[src/rtl/ldm_pkg.sv]
package ldm_pkg;
  localparam int LDM_LEGS   = 32;
  localparam int LDM_FRAC_W = 11;
  localparam int LDM_INT_W  = $clog2(LDM_LEGS);

  function automatic int ldm_cnt_w(input int legs);
    return $clog2(legs + 1);
  endfunction
endpackage

[src/rtl/ldm_err_acc.sv]
module ldm_err_acc #(
  parameter int LEGS   = 32,
  parameter int INT_W  = 5,
  parameter int FRAC_W = 11,
  localparam int CNT_W = $clog2(LEGS + 1)
) (
  input  logic              clk,
  input  logic              rst,
  input  logic              ce,
  input  logic [INT_W-1:0]  int_i,
  input  logic [FRAC_W-1:0] frac_i,
  output logic [CNT_W-1:0]  cnt_o
);
  logic [FRAC_W-1:0] err_q;
  logic [FRAC_W:0]   sum;
  logic              carry;
  logic [CNT_W:0]    raw;

  // error feedback: the residue of each sample is carried into the next
  always_comb begin
    sum   = {1'b0, err_q} + {1'b0, frac_i};
    carry = sum[FRAC_W];
    raw   = (CNT_W + 1)'(int_i) + (CNT_W + 1)'(carry);
    if (raw > (CNT_W + 1)'(LEGS)) cnt_o = CNT_W'(LEGS);
    else                          cnt_o = raw[CNT_W-1:0];
  end

  always_ff @(posedge clk) begin
    if (rst)     err_q <= '0;
    else if (ce) err_q <= sum[FRAC_W-1:0];
  end
endmodule

[src/rtl/ldm_therm_enc.sv]
module ldm_therm_enc #(
  parameter int LEGS   = 32,
  localparam int CNT_W = $clog2(LEGS + 1)
) (
  input  logic [CNT_W-1:0] cnt_i,
  output logic [LEGS-1:0]  close_o
);
  for (genvar g = 0; g < LEGS; g++) begin : g_leg
    assign close_o[g] = (cnt_i > CNT_W'(g));
  end
endmodule

[src/rtl/ladder_dither_mod.sv]
module ladder_dither_mod
  import ldm_pkg::*;
#(
  parameter int LEGS   = LDM_LEGS,
  parameter int FRAC_W = LDM_FRAC_W,
  localparam int INT_W = $clog2(LEGS),
  localparam int CW_W  = INT_W + FRAC_W,
  localparam int CNT_W = $clog2(LEGS + 1)
) (
  input  logic            clk,
  input  logic            rst,
  input  logic            ce,
  input  logic [CW_W-1:0] ctrl_word,
  output logic [LEGS-1:0] sw_n
);
  logic [CNT_W-1:0] cnt;
  logic [LEGS-1:0]  close_v;

  ldm_err_acc #(.LEGS(LEGS), .INT_W(INT_W), .FRAC_W(FRAC_W)) u_acc (
    .clk    (clk),
    .rst    (rst),
    .ce     (ce),
    .int_i  (ctrl_word[CW_W-1:FRAC_W]),
    .frac_i (ctrl_word[FRAC_W-1:0]),
    .cnt_o  (cnt)
  );

  ldm_therm_enc #(.LEGS(LEGS)) u_enc (
    .cnt_i   (cnt),
    .close_o (close_v)
  );

  // registered, active-low gate drive; reset opens every switch
  always_ff @(posedge clk) begin
    if (rst)     sw_n <= '1;
    else if (ce) sw_n <= ~close_v;
  end
endmodule

[config.mk]
export PLATFORM = sky130hd
export DESIGN_NAME = ladder_dither_mod
export DESIGN_NICKNAME = d
export VERILOG_FILES = /design/src/rtl/ldm_pkg.sv /design/src/rtl/ldm_err_acc.sv /design/src/rtl/ldm_therm_enc.sv /design/src/rtl/ladder_dither_mod.sv
export SDC_FILE = /design/constraint.sdc
export NUM_CORES = 1
export LEC_CHECK = 0
export ABC_AREA = 1
export BUFFER_PORTS_ARGS = -buffer_cell sky130_fd_sc_hd__buf_2
export CAP_MARGIN = 20
export CORE_MARGIN = 4
export CORE_UTILIZATION = 48
export DETAILED_ROUTE_END_ITERATION = 10
export PLACE_DENSITY_LB_ADDON = 0.15
export SLEW_MARGIN = 40
export SYNTH_ARGS = -nofsm -noshare
export SYNTH_HDL_FRONTEND = slang
export SYNTH_SLANG_ARGS = --single-unit
[constraint.sdc]
create_clock -name clk -period 6.1 [get_ports clk]
set_input_delay 1.525 -clock clk [delete_from_list [all_inputs] [get_ports clk]]
set_output_delay 1.525 -clock clk [all_outputs]
set_load 0.05 [all_outputs]
==> metrics, run 1 <==
status finished, final reports clean; Hold Buf Count CTS 0; Worst-path clk slew around 0.090 ns; maxcap violations 0; crit-path cells buf_2 -> ha_1 -> a21oi_1 -> nand2_1 -> nand2_1 -> nand3_1 -> nand2_1 -> nand2_1 -> nand2_1 -> nand2_1 -> ha_1 -> ha_1 -> inv_1 -> nor3_1 -> nand2_1 -> nand4_1 -> nand3_1; RSZ-0062 raised after global routing no; PD cells 270 mW/mm2; DRC Markers 0; Setup crit start ctrl_word[4]; reg2reg start u_acc.err_q[4]; Placed Cells 480; xor and xnor area share after synthesis approximately 1.1%; Yosys cell types 24; WHS approximately 0.47 ns; minimum clock period approximately 4.0 ns; Post-Route Skew ~0.0065 ns; CP top delay family simple AND/OR/NAND/NOR gates; Worst-Skew Late Latency roughly 0.31 ns; layout cells sized above 1 around 18%; Worst Setup Path Type in -> reg; HPWL after DPL 4590 um; initial antenna violation count 0; fraction of the mapped netlist area in adder cells ~7.3%; routability-driven placement congestion ratio between 0.9 and 1; FF-to-FF setup slack ~3.1 ns; Arr. time, crit path 4.18 ns; clk sink count 43; Post-CTS Setup Inserts 0; total negative setup slack 0 ns; Hold WC Path Type reg -> reg; CP startpoint kind input port; Reg2Reg Depth 16; synth top area cells dfxtp_1, nand2_1, nand3_1, ha_1, inv_1; Core Area just under 0.005 mm2; hold worst-path end sw_n[7]; Post-Layout Cell Count between 400 and 500; Finish-stage setup viols 0; hold path cells 2; Worst slew margin 56.5%; chip width 80.1 um; WL/cell approximately 13 um; clk root buf clkbuf_8; TritonCTS Buffers 5; Slew Limit Fails 0; crit path max-delay cell type ha_1; vias per cell between 5 and 6; Syn Area/Cell 6.67 um2; area grow syn2layout 16.3%; number of H-tree levels 2; Syn. warnings 0; critical path endpoint category register; CP Data Required Time about 6.3 ns; Overflow after GRT 0; hold path start sw_n[7]; overall die area ~0.0064 mm2; via count of the routed design 2498; worst path bufs/invs 2; register area share after synthesis 34.5%; area leader, netlist dfxtp_1; first drt pass iteration count 4; Synth Instances between 300 and 400; Worst-Margin Slew between 0.6 and 0.7 ns; Yosys reg bits 43; Leak around 1.5 nW; Die Ht 80.1 um; first-pass GRT wire length between 10000 and 15000 um; largest family of logic cells by synthesized area simple AND/OR/NAND/NOR gates; peak supply drop approximately 110 uV; CP Max Fanout 7; number of global-route vias before repair between 2000 and 2500; post-route ant nets 0; fmax 0.250 GHz; Slowest Stage Delay on Critical Path 0.41 ns; Period Utilization, post-route between 60 and 70%; largest net degree at the start of global routing 43; deepest clock path buffer count 2; gr usage total roughly 21%; post-synthesis compound-gate area fraction around a tenth; Synth Area in Simple Gates roughly two fifths; CTS tree built; Ports between 50 and 60; most frequent CP cell nand2_1; Mapped Nets approximately 410; port bufs 50; Layout Nets 453; Initial Util ~51%; total routed wirelength ~6100 um; reg-to-reg endpoint sw_n[10]; initial drt markers around 170; multiplexer share of the synthesized area 0%; cell area after synthesis 0.00249 mm2; site row count 25; post-cts resize count 0; ant diodes 0; Final Hold Fails 0; Synth top area share between 30% and 40%
-- report_power, final --
| group | total, mW | switching, mW | internal (mW) |
|---|---|---|---|
| Sequential | 0.316 | 0.0122 | 0.304 |
| Clock | 0.227 | 0.105 | 0.122 |
| Combinational | 0.238 | 0.169 | 0.0688 |
-- tightest hold or removal path, delay by kind of cell, from the launching register on --
family           cells  cell delay [ns]
AO/OA/AOI/OAI        1             0.06
AND/OR/NAND/NOR      1             0.05
flip-flops           1             0.33
-- layer usage --
metal	vias up	part of all wire, %	global-route usage [%]
met2	66	41	29.6
met5	-	0	0
met4	0	1.5	6.59
li1	1312	-	-
met3	7	5.8	3.92
met1	1113	52	30.6
-- worst max path at each step --
stage / to / slack, ns / cells past startpoint
finish: sw_n[10] / 2.10 / 17
global route: sw_n[26] / 1.75 / 17
CTS: sw_n[10] / 2.11 / 17
detailed placement: sw_n[10] / 1.79 / 17
global placement: sw_n[10] / 1.90 / 17
floorplan: sw_n[26] / 2.25 / 16
-- synth_stat cells --
| master | count |
|---|---|
| o21ai_1 | 6 |
| nor2_1 | 39 |
| inv_1 | 41 |
| nand3_2 | 1 |
| nand2_1 | 96 |
| o211ai_1 | 2 |
| nand4_1 | 13 |
| nand3_1 | 48 |
| or2_1 | 1 |
| nor2_4 | 3 |
| inv_2 | 4 |
| o21ai_2 | 2 |
| o21ai_0 | 10 |
| ha_1 | 13 |
| clkbuf_1 | 11 |
| a22oi_1 | 1 |
| nor3_1 | 2 |
| dfxtp_1 | 43 |
| nand2_4 | 5 |
| fa_1 | 1 |
| xor2_1 | 3 |
| nand2_2 | 2 |
| nor2_2 | 1 |
| a21oi_1 | 26 |
-- cell usage in the layout, fill, tap and decap left out --
cell	instances
or2_1	1
o21ai_1	6
inv_2	4
fa_1	1
nand4_1	13
o211ai_1	2
clkinv_4	1
buf_2	50
dfxtp_1	43
o21ai_0	10
nor3_1	2
xor2_1	3
ha_1	13
nand3_2	1
inv_1	41
a22oi_1	1
nand2_2	2
bufinv_16	1
nor2_2	1
nand2_1	96
clkinv_2	1
a21oi_1	26
nand3_1	48
nand2_4	5
nor2_1	39
nor2_4	3
clkbuf_8	5
o21ai_2	2
-- logic make-up after synthesis --
family	count (synthesis)
fa+ha+maj	14
compound gates	47
flops	43
simple gates	211
buf+inv	56
xor+xnor	3
-- stage by stage --
| stage | setup slack (ns) | area (um2) | power [mW] | util (%) |
|---|---|---|---|---|
| 3_5_place_dp | 1.79 | 2790 | 0.560 | 57.1 |
| 4_1_cts | 2.11 | 2900 | 0.784 | 59.4 |
| 3_3_place_gp | 1.90 | 2790 | 0.557 | 57.1 |
| 6_report | 2.10 | 2900 | 0.782 | 59.4 |
| 5_1_grt | 1.75 | 2900 | 0.824 | 59.4 |
| 2_1_floorplan | 2.25 | 2490 | 0.506 | - |
-- state kept, by name (all words and copies together) (netlist names) --
| signal | count |
|---|---|
| sw_n | 32 |
| u_acc.err_q | 11 |
-- area by class of cell --
| class | instances | area [um2] |
|---|---|---|
| inverter | 45 | 169 |
| sequential | 43 | 861 |
| multi-input combinational | 275 | 1420 |
| clock inverter | 3 | 43.8 |
| timing repair buffer | 50 | 250 |
| tap | 67 | 83.8 |
| fill | 514 | 1980 |
| clock buffer | 5 | 68.8 |
(Power assumes the default switching activity.)
==> inputs of run 2 (changes only) <==
==> constraint.sdc (replaced) <==
create_clock -name clk -period 3.8 [get_ports clk]
set_input_delay 0.95 -clock clk [delete_from_list [all_inputs] [get_ports clk]]
set_output_delay 0.95 -clock clk [all_outputs]
set_load 0.05 [all_outputs]
==> run 2 against run 1 <==
Effect of this change:
- flip-flop and latch count unchanged
- combinational power is 61% higher
- power increased by 53%
- largest power group unchanged
- final cell count increased by 0.41%
- largest cell class unchanged
==> metrics, run 2 (synthesis results as in run 1) <==
most frequent CP cell nand2_1; initial drt markers 154; Period Utilization, post-route 88.0%; DP Area 0.00280 mm2; hold worst-path end sw_n[7]; Worst-Margin Slew roughly 0.59 ns; CP Max Fanout 5; CP startpoint kind input port; maxcap violations 0; WL/cell between 10 and 15 um; Worst Setup Path Type in -> reg; most common cell after layout, fill and taps aside nand2_1; Top reg by flops sw_n; vias per cell a little over 5; largest net degree at the start of global routing between 40 and 50; post-cts resize count 0; Worst path depth 19; Layout Nets between 400 and 500; Leak approximately 1.5 nW; site row count 25; dpl ws between 0.15 and 0.2 ns; ant diodes 0; DRC Markers 0; Initial Util 51.1%; met1 usage 29.6%; clk sink count between 40 and 50; Hold WC Path Type reg -> reg; first-pass GRT wire length 9950 um; Reg2Reg Depth 18; PD cells just over 400 mW/mm2; minimum clock period about 3.3 ns; worst path bufs/invs 1; FF-to-FF setup slack ~0.89 ns; crit-path cells buf_2 -> ha_1 -> a21oi_1 -> nand2_1 -> nand2_1 -> nand3_1 -> nand2_1 -> nand2_1 -> nand2_1 -> nand2_1 -> ha_1 -> ha_1 -> nand3_1 -> nand2_1 -> nand2_1 -> nand2_1 -> nor3_1 -> o21ai_1 -> nand3_1; Post-Route Skew 0.00875 ns; Finish-stage setup viols 0; total negative setup slack 0 ns; Core Area between 0.004 and 0.005 mm2; reg-to-reg endpoint sw_n[4]; number of global-route vias before repair 2167; Arr. time, crit path between 3 and 4 ns; number of H-tree levels 2; routability-driven placement congestion ratio 0.982; hold path start sw_n[7]; Final Hold Fails 0; Post-CTS Setup Inserts 0; status finished, final reports clean; deepest clock path buffer count 2; HPWL after DPL 4500 um; via count of the routed design ~2500; Slew Limit Fails 0; Ports 51; Largest register FFs 32; Placed Cells 482; peak supply drop 230 uV; RSZ-0062 raised after global routing no; fmax ~0.3 GHz; reg2reg start u_acc.err_q[4]; Design Power 1.20 mW; Hold Buf Count CTS 0; biggest regs sw_n (32), u_acc.err_q (11); final core utilization between 50% and 60%; gr usage total between 10% and 20%; CP top delay family simple AND/OR/NAND/NOR gates; first drt pass iteration count 4; chip width about 80 um; port bufs 50; Overflow after GRT 0; CTS tree built; Die Ht about 80 um; met3 Usage GRT approximately 3.8%; commonest cells after routing, fill and taps aside nand2_1, buf_2, nand3_1, dfxtp_1, inv_1; initial antenna violation count 0; Worst slew margin 60.4%; met2 GRT Util between 20% and 30%; GR peak layer met1; Worst-Skew Late Latency 0.31 ns; finished layout cell area 0.00290 mm2; Slowest Stage Delay on Critical Path 0.33 ns; Post-Layout Cell Count 490; critical path endpoint category register; number of fillers in the final layout about 480; post-route ant nets 0; layout cells sized above 1 a little under a fifth; overall die area between 0.006 and 0.007 mm2; crit path max-delay cell type ha_1; hold path cells 2; area grow syn2layout 16.1%; setup ws final between 0.4 and 0.5 ns; WHS 0.469 ns; clk root buf clkbuf_8; Worst-path clk slew about 0.090 ns; TritonCTS Buffers 5; CP Data Required Time around 4.0 ns; total routed wirelength 6020 um
-- run 2: changes by cell type in the layout (fill, tap and decap cells not counted) --
| cell | before | now |
|---|---|---|
| clkinvlp_4 | 0 | 1 |
| bufinv_16 | 1 | 0 |
| clkinv_2 | 1 | 0 |
| clkinv_4 | 1 | 2 |
| buf_4 | 0 | 2 |
-- run 2: cell type report --
type                            instances  area (um2)  area share, %
Multi-Input combinational cell        275        1420           49.1
Clock inverter                          3        25.0          0.864
Tap cell                               67        83.8           2.90
Clock buffer                            5        68.8           2.38
Sequential cell                        43         861           29.7
Timing Repair Buffer                   52         265           9.16
Inverter                               45         169           5.83
-- run 2: layer usage --
layer | vias to the layer above | wire [um]
li1 | 1314 | -
met1 | 1066 | 3230
met2 | 74 | 2300
met3 | 9 | 395
met4 | 0 | 93
met5 | - | 0
-- run 2: worst max-delay path by stage --
stage | start | endpoint | slack, ns
after floorplan | ctrl_word[4] | sw_n[26] | 0.52
after global placement | ctrl_word[4] | sw_n[4] | 0.22
after detailed placement | ctrl_word[4] | sw_n[4] | 0.17
after CTS | ctrl_word[4] | sw_n[4] | 0.48
after global routing | ctrl_word[4] | sw_n[4] | 0.16
final | ctrl_word[4] | sw_n[4] | 0.46
-- run 2: worst min-delay path, delay by kind of cell (launching register included) --
family	cells	cell delay, ns
AOI/OAI and AO/OA	1	0.06
DFF	1	0.34
and+or+nand+nor	1	0.05
-- run 2: power breakdown --
group	internal (mW)	leakage (nW)	total [mW]	switching, mW
Combinational	0.113	1.10	0.383	0.271
Sequential	0.488	0.358	0.508	0.0192
Clock	0.132	0.0443	0.308	0.177
Total	0.733	1.50	1.20	0.466
==> inputs of run 3 (changes only) <==
--- a/config.mk
+++ b/config.mk
@@ -12,7 +12,8 @@
 export CORE_UTILIZATION = 48
 export DETAILED_ROUTE_END_ITERATION = 10
 export PLACE_DENSITY_LB_ADDON = 0.15
-export SLEW_MARGIN = 40
+export SLEW_MARGIN = 20
 export SYNTH_ARGS = -nofsm -noshare
 export SYNTH_HDL_FRONTEND = slang
 export SYNTH_SLANG_ARGS = --single-unit
+export TNS_END_PERCENT = 30
==> constraint.sdc (replaced) <==
create_clock -name clk -period 4.1 [get_ports clk]
set_input_delay 1.025 -clock clk [delete_from_list [all_inputs] [get_ports clk]]
set_output_delay 1.025 -clock clk [all_outputs]
set_load 0.05 [all_outputs]
==> run 3 against run 2 <==
Effect of this change:
- combinational power down 6.8%
- clock power is 9.4% lower
- global-route usage increased by 0.35 points
==> metrics, run 3 (synthesis results as in run 1) <==
via count of the routed design between 2000 and 3000; DRC Markers 0; Overflow after GRT 0; gr usage total 19.9%; clk root buf clkbuf_8; critical path endpoint category register; Ports 51; initial drt markers between 200 and 250; commonest cells after routing, fill and taps aside nand2_1, buf_2, nand3_1, dfxtp_1, inv_1; crit-path cells buf_2 -> ha_1 -> a21oi_1 -> nand2_1 -> nand2_1 -> nand3_1 -> nand2_1 -> nand2_1 -> nand2_1 -> nand2_1 -> ha_1 -> ha_1 -> inv_1 -> nor3_1 -> nand2_1 -> nand4_1 -> nand3_1; first drt pass iteration count 4; P_int ~680 uW; chip width 80.1 um; maxcap violations 0; Slowest Stage Delay on Critical Path roughly 0.44 ns; Hold Buf Count CTS 0; post-route ant nets 0; Largest register FFs 32; CP top delay family simple AND/OR/NAND/NOR gates; CTS tree built; ant diodes 0; post-cts resize count 0; peak supply drop between 150 and 200 uV; Worst-Margin Slew between 0.5 and 0.6 ns; total negative setup slack 0 ns; worst path bufs/invs 2; Leak between 1 and 1.5 nW; CP startpoint kind input port; overall die area 0.00641 mm2; Worst Setup Path Type in -> reg; number of H-tree levels 2; number of global-route vias before repair between 2000 and 2500; Sw Ratio 38.8%; CP Data Required Time 4.26 ns; minimum clock period roughly 3.6 ns; Clk pwr share approximately a quarter; Slew Limit Fails 0; deepest clock path buffer count 2; Post-Layout Cell Count around 490; Top reg by flops sw_n; hold path cells 2; Period Utilization, post-route about 87%; most common cell after layout, fill and taps aside nand2_1; vias per cell about 5.1; area grow syn2layout 15.8%; Worst-Skew Late Latency ~0.30 ns; layout cells sized above 1 18.2%; Layout Nets around 450; clk sink count 43; Final Hold Fails 0; Placed Cells 481; largest net degree at the start of global routing 33; Worst path depth 17; Core Area a little under 0.005 mm2; port bufs 50; Post-CTS Setup Inserts 0; fmax between 0.2 and 0.3 GHz; Hold WC Path Type reg -> reg; RSZ-0062 raised after global routing no; crit path max-delay cell type ha_1; total routed wirelength around 6200 um; TritonCTS Buffers 5; WL/cell about 13 um; HPWL after DPL 4680 um; PD cells about 380 mW/mm2; Worst-path clk slew around 0.090 ns; most frequent CP cell nand2_1; Die Ht approximately 80 um; Sequential Power Share between 40 and 50%; Worst slew margin between 60% and 70%; site row count 25; biggest regs sw_n (32), u_acc.err_q (11); Post-Route Skew 0.00179 ns; initial antenna violation count 0; Sw Pwr about 430 uW; Finish-stage setup viols 0; Gate power share approximately 32%; Initial Util between 50 and 60%; CP Max Fanout 7; Arr. time, crit path about 3.7 ns; Design Power between 1 and 1.5 mW; first-pass GRT wire length around 10000 um; FF-to-FF setup slack 1.03 ns; status finished, final reports clean; routability-driven placement congestion ratio around 0.98; Reg2Reg Depth 16
## run 3: cell types whose count changed in the layout (fill, tap and decap cells not counted)
cell	change
buf_4	-1
clkinv_4	-2
clkinvlp_4	+1
inv_6	+1
## run 3: final cells by class
type                    count  area, um2
clock buffers               5       68.8
clock inverters             3       23.8
fillers                   516       1990
inverters                  45        169
multi-input cells         275       1420
flip-flops and latches     43        861
well taps                  67       83.8
repair buffers             51        258
## run 3: stage by stage
stage	cell area [um2]	setup slack [ns]	utilization [%]	hold slack, ns
floorplan	2490	0.748	-	0.467
finish	2890	0.526	59.2	0.464
detailed placement	2790	0.286	57.3	0.446
global placement	2790	0.405	57.3	0.441
CTS	2890	0.606	59.2	0.467
global route	2890	0.340	59.2	0.491
## run 3: metal layers
metal / vias to the layer above / routed length, um / GRT usage, %
li1: 1315 / - / -
met1: 1123 / 3220 / 30.3
met2: 66 / 2530 / 28.1
met3: 6 / 375 / 3.92
met4: 0 / 68 / 5.24
met5: - / 0 / 0
## run 3: power by group through the flow
stage          Sequential, mW  Clock, mW  Combinational [mW]
4_1_cts                 0.471      0.286               0.355
3_3_place_gp            0.479          0               0.351
6_report                0.471      0.279               0.357
2_1_floorplan           0.561          0               0.192
3_5_place_dp            0.481          0               0.354
5_1_grt                 0.475      0.306               0.394
## run 3: path summary, 6_finish.rpt
| check | from | endpoint |
|---|---|---|
| max | ctrl_word[4] | sw_n[10] |
| max reg2reg | u_acc.err_q[4] | sw_n[10] |
| min reg2reg | sw_n[7] | sw_n[7] |
| min | sw_n[7] | sw_n[7] |
## run 3: worst min-delay path: stages (launching register included)
cell and delay (ns):
dfxtp_1 0.34, a21oi_1 0.06, nand2_1 0.05
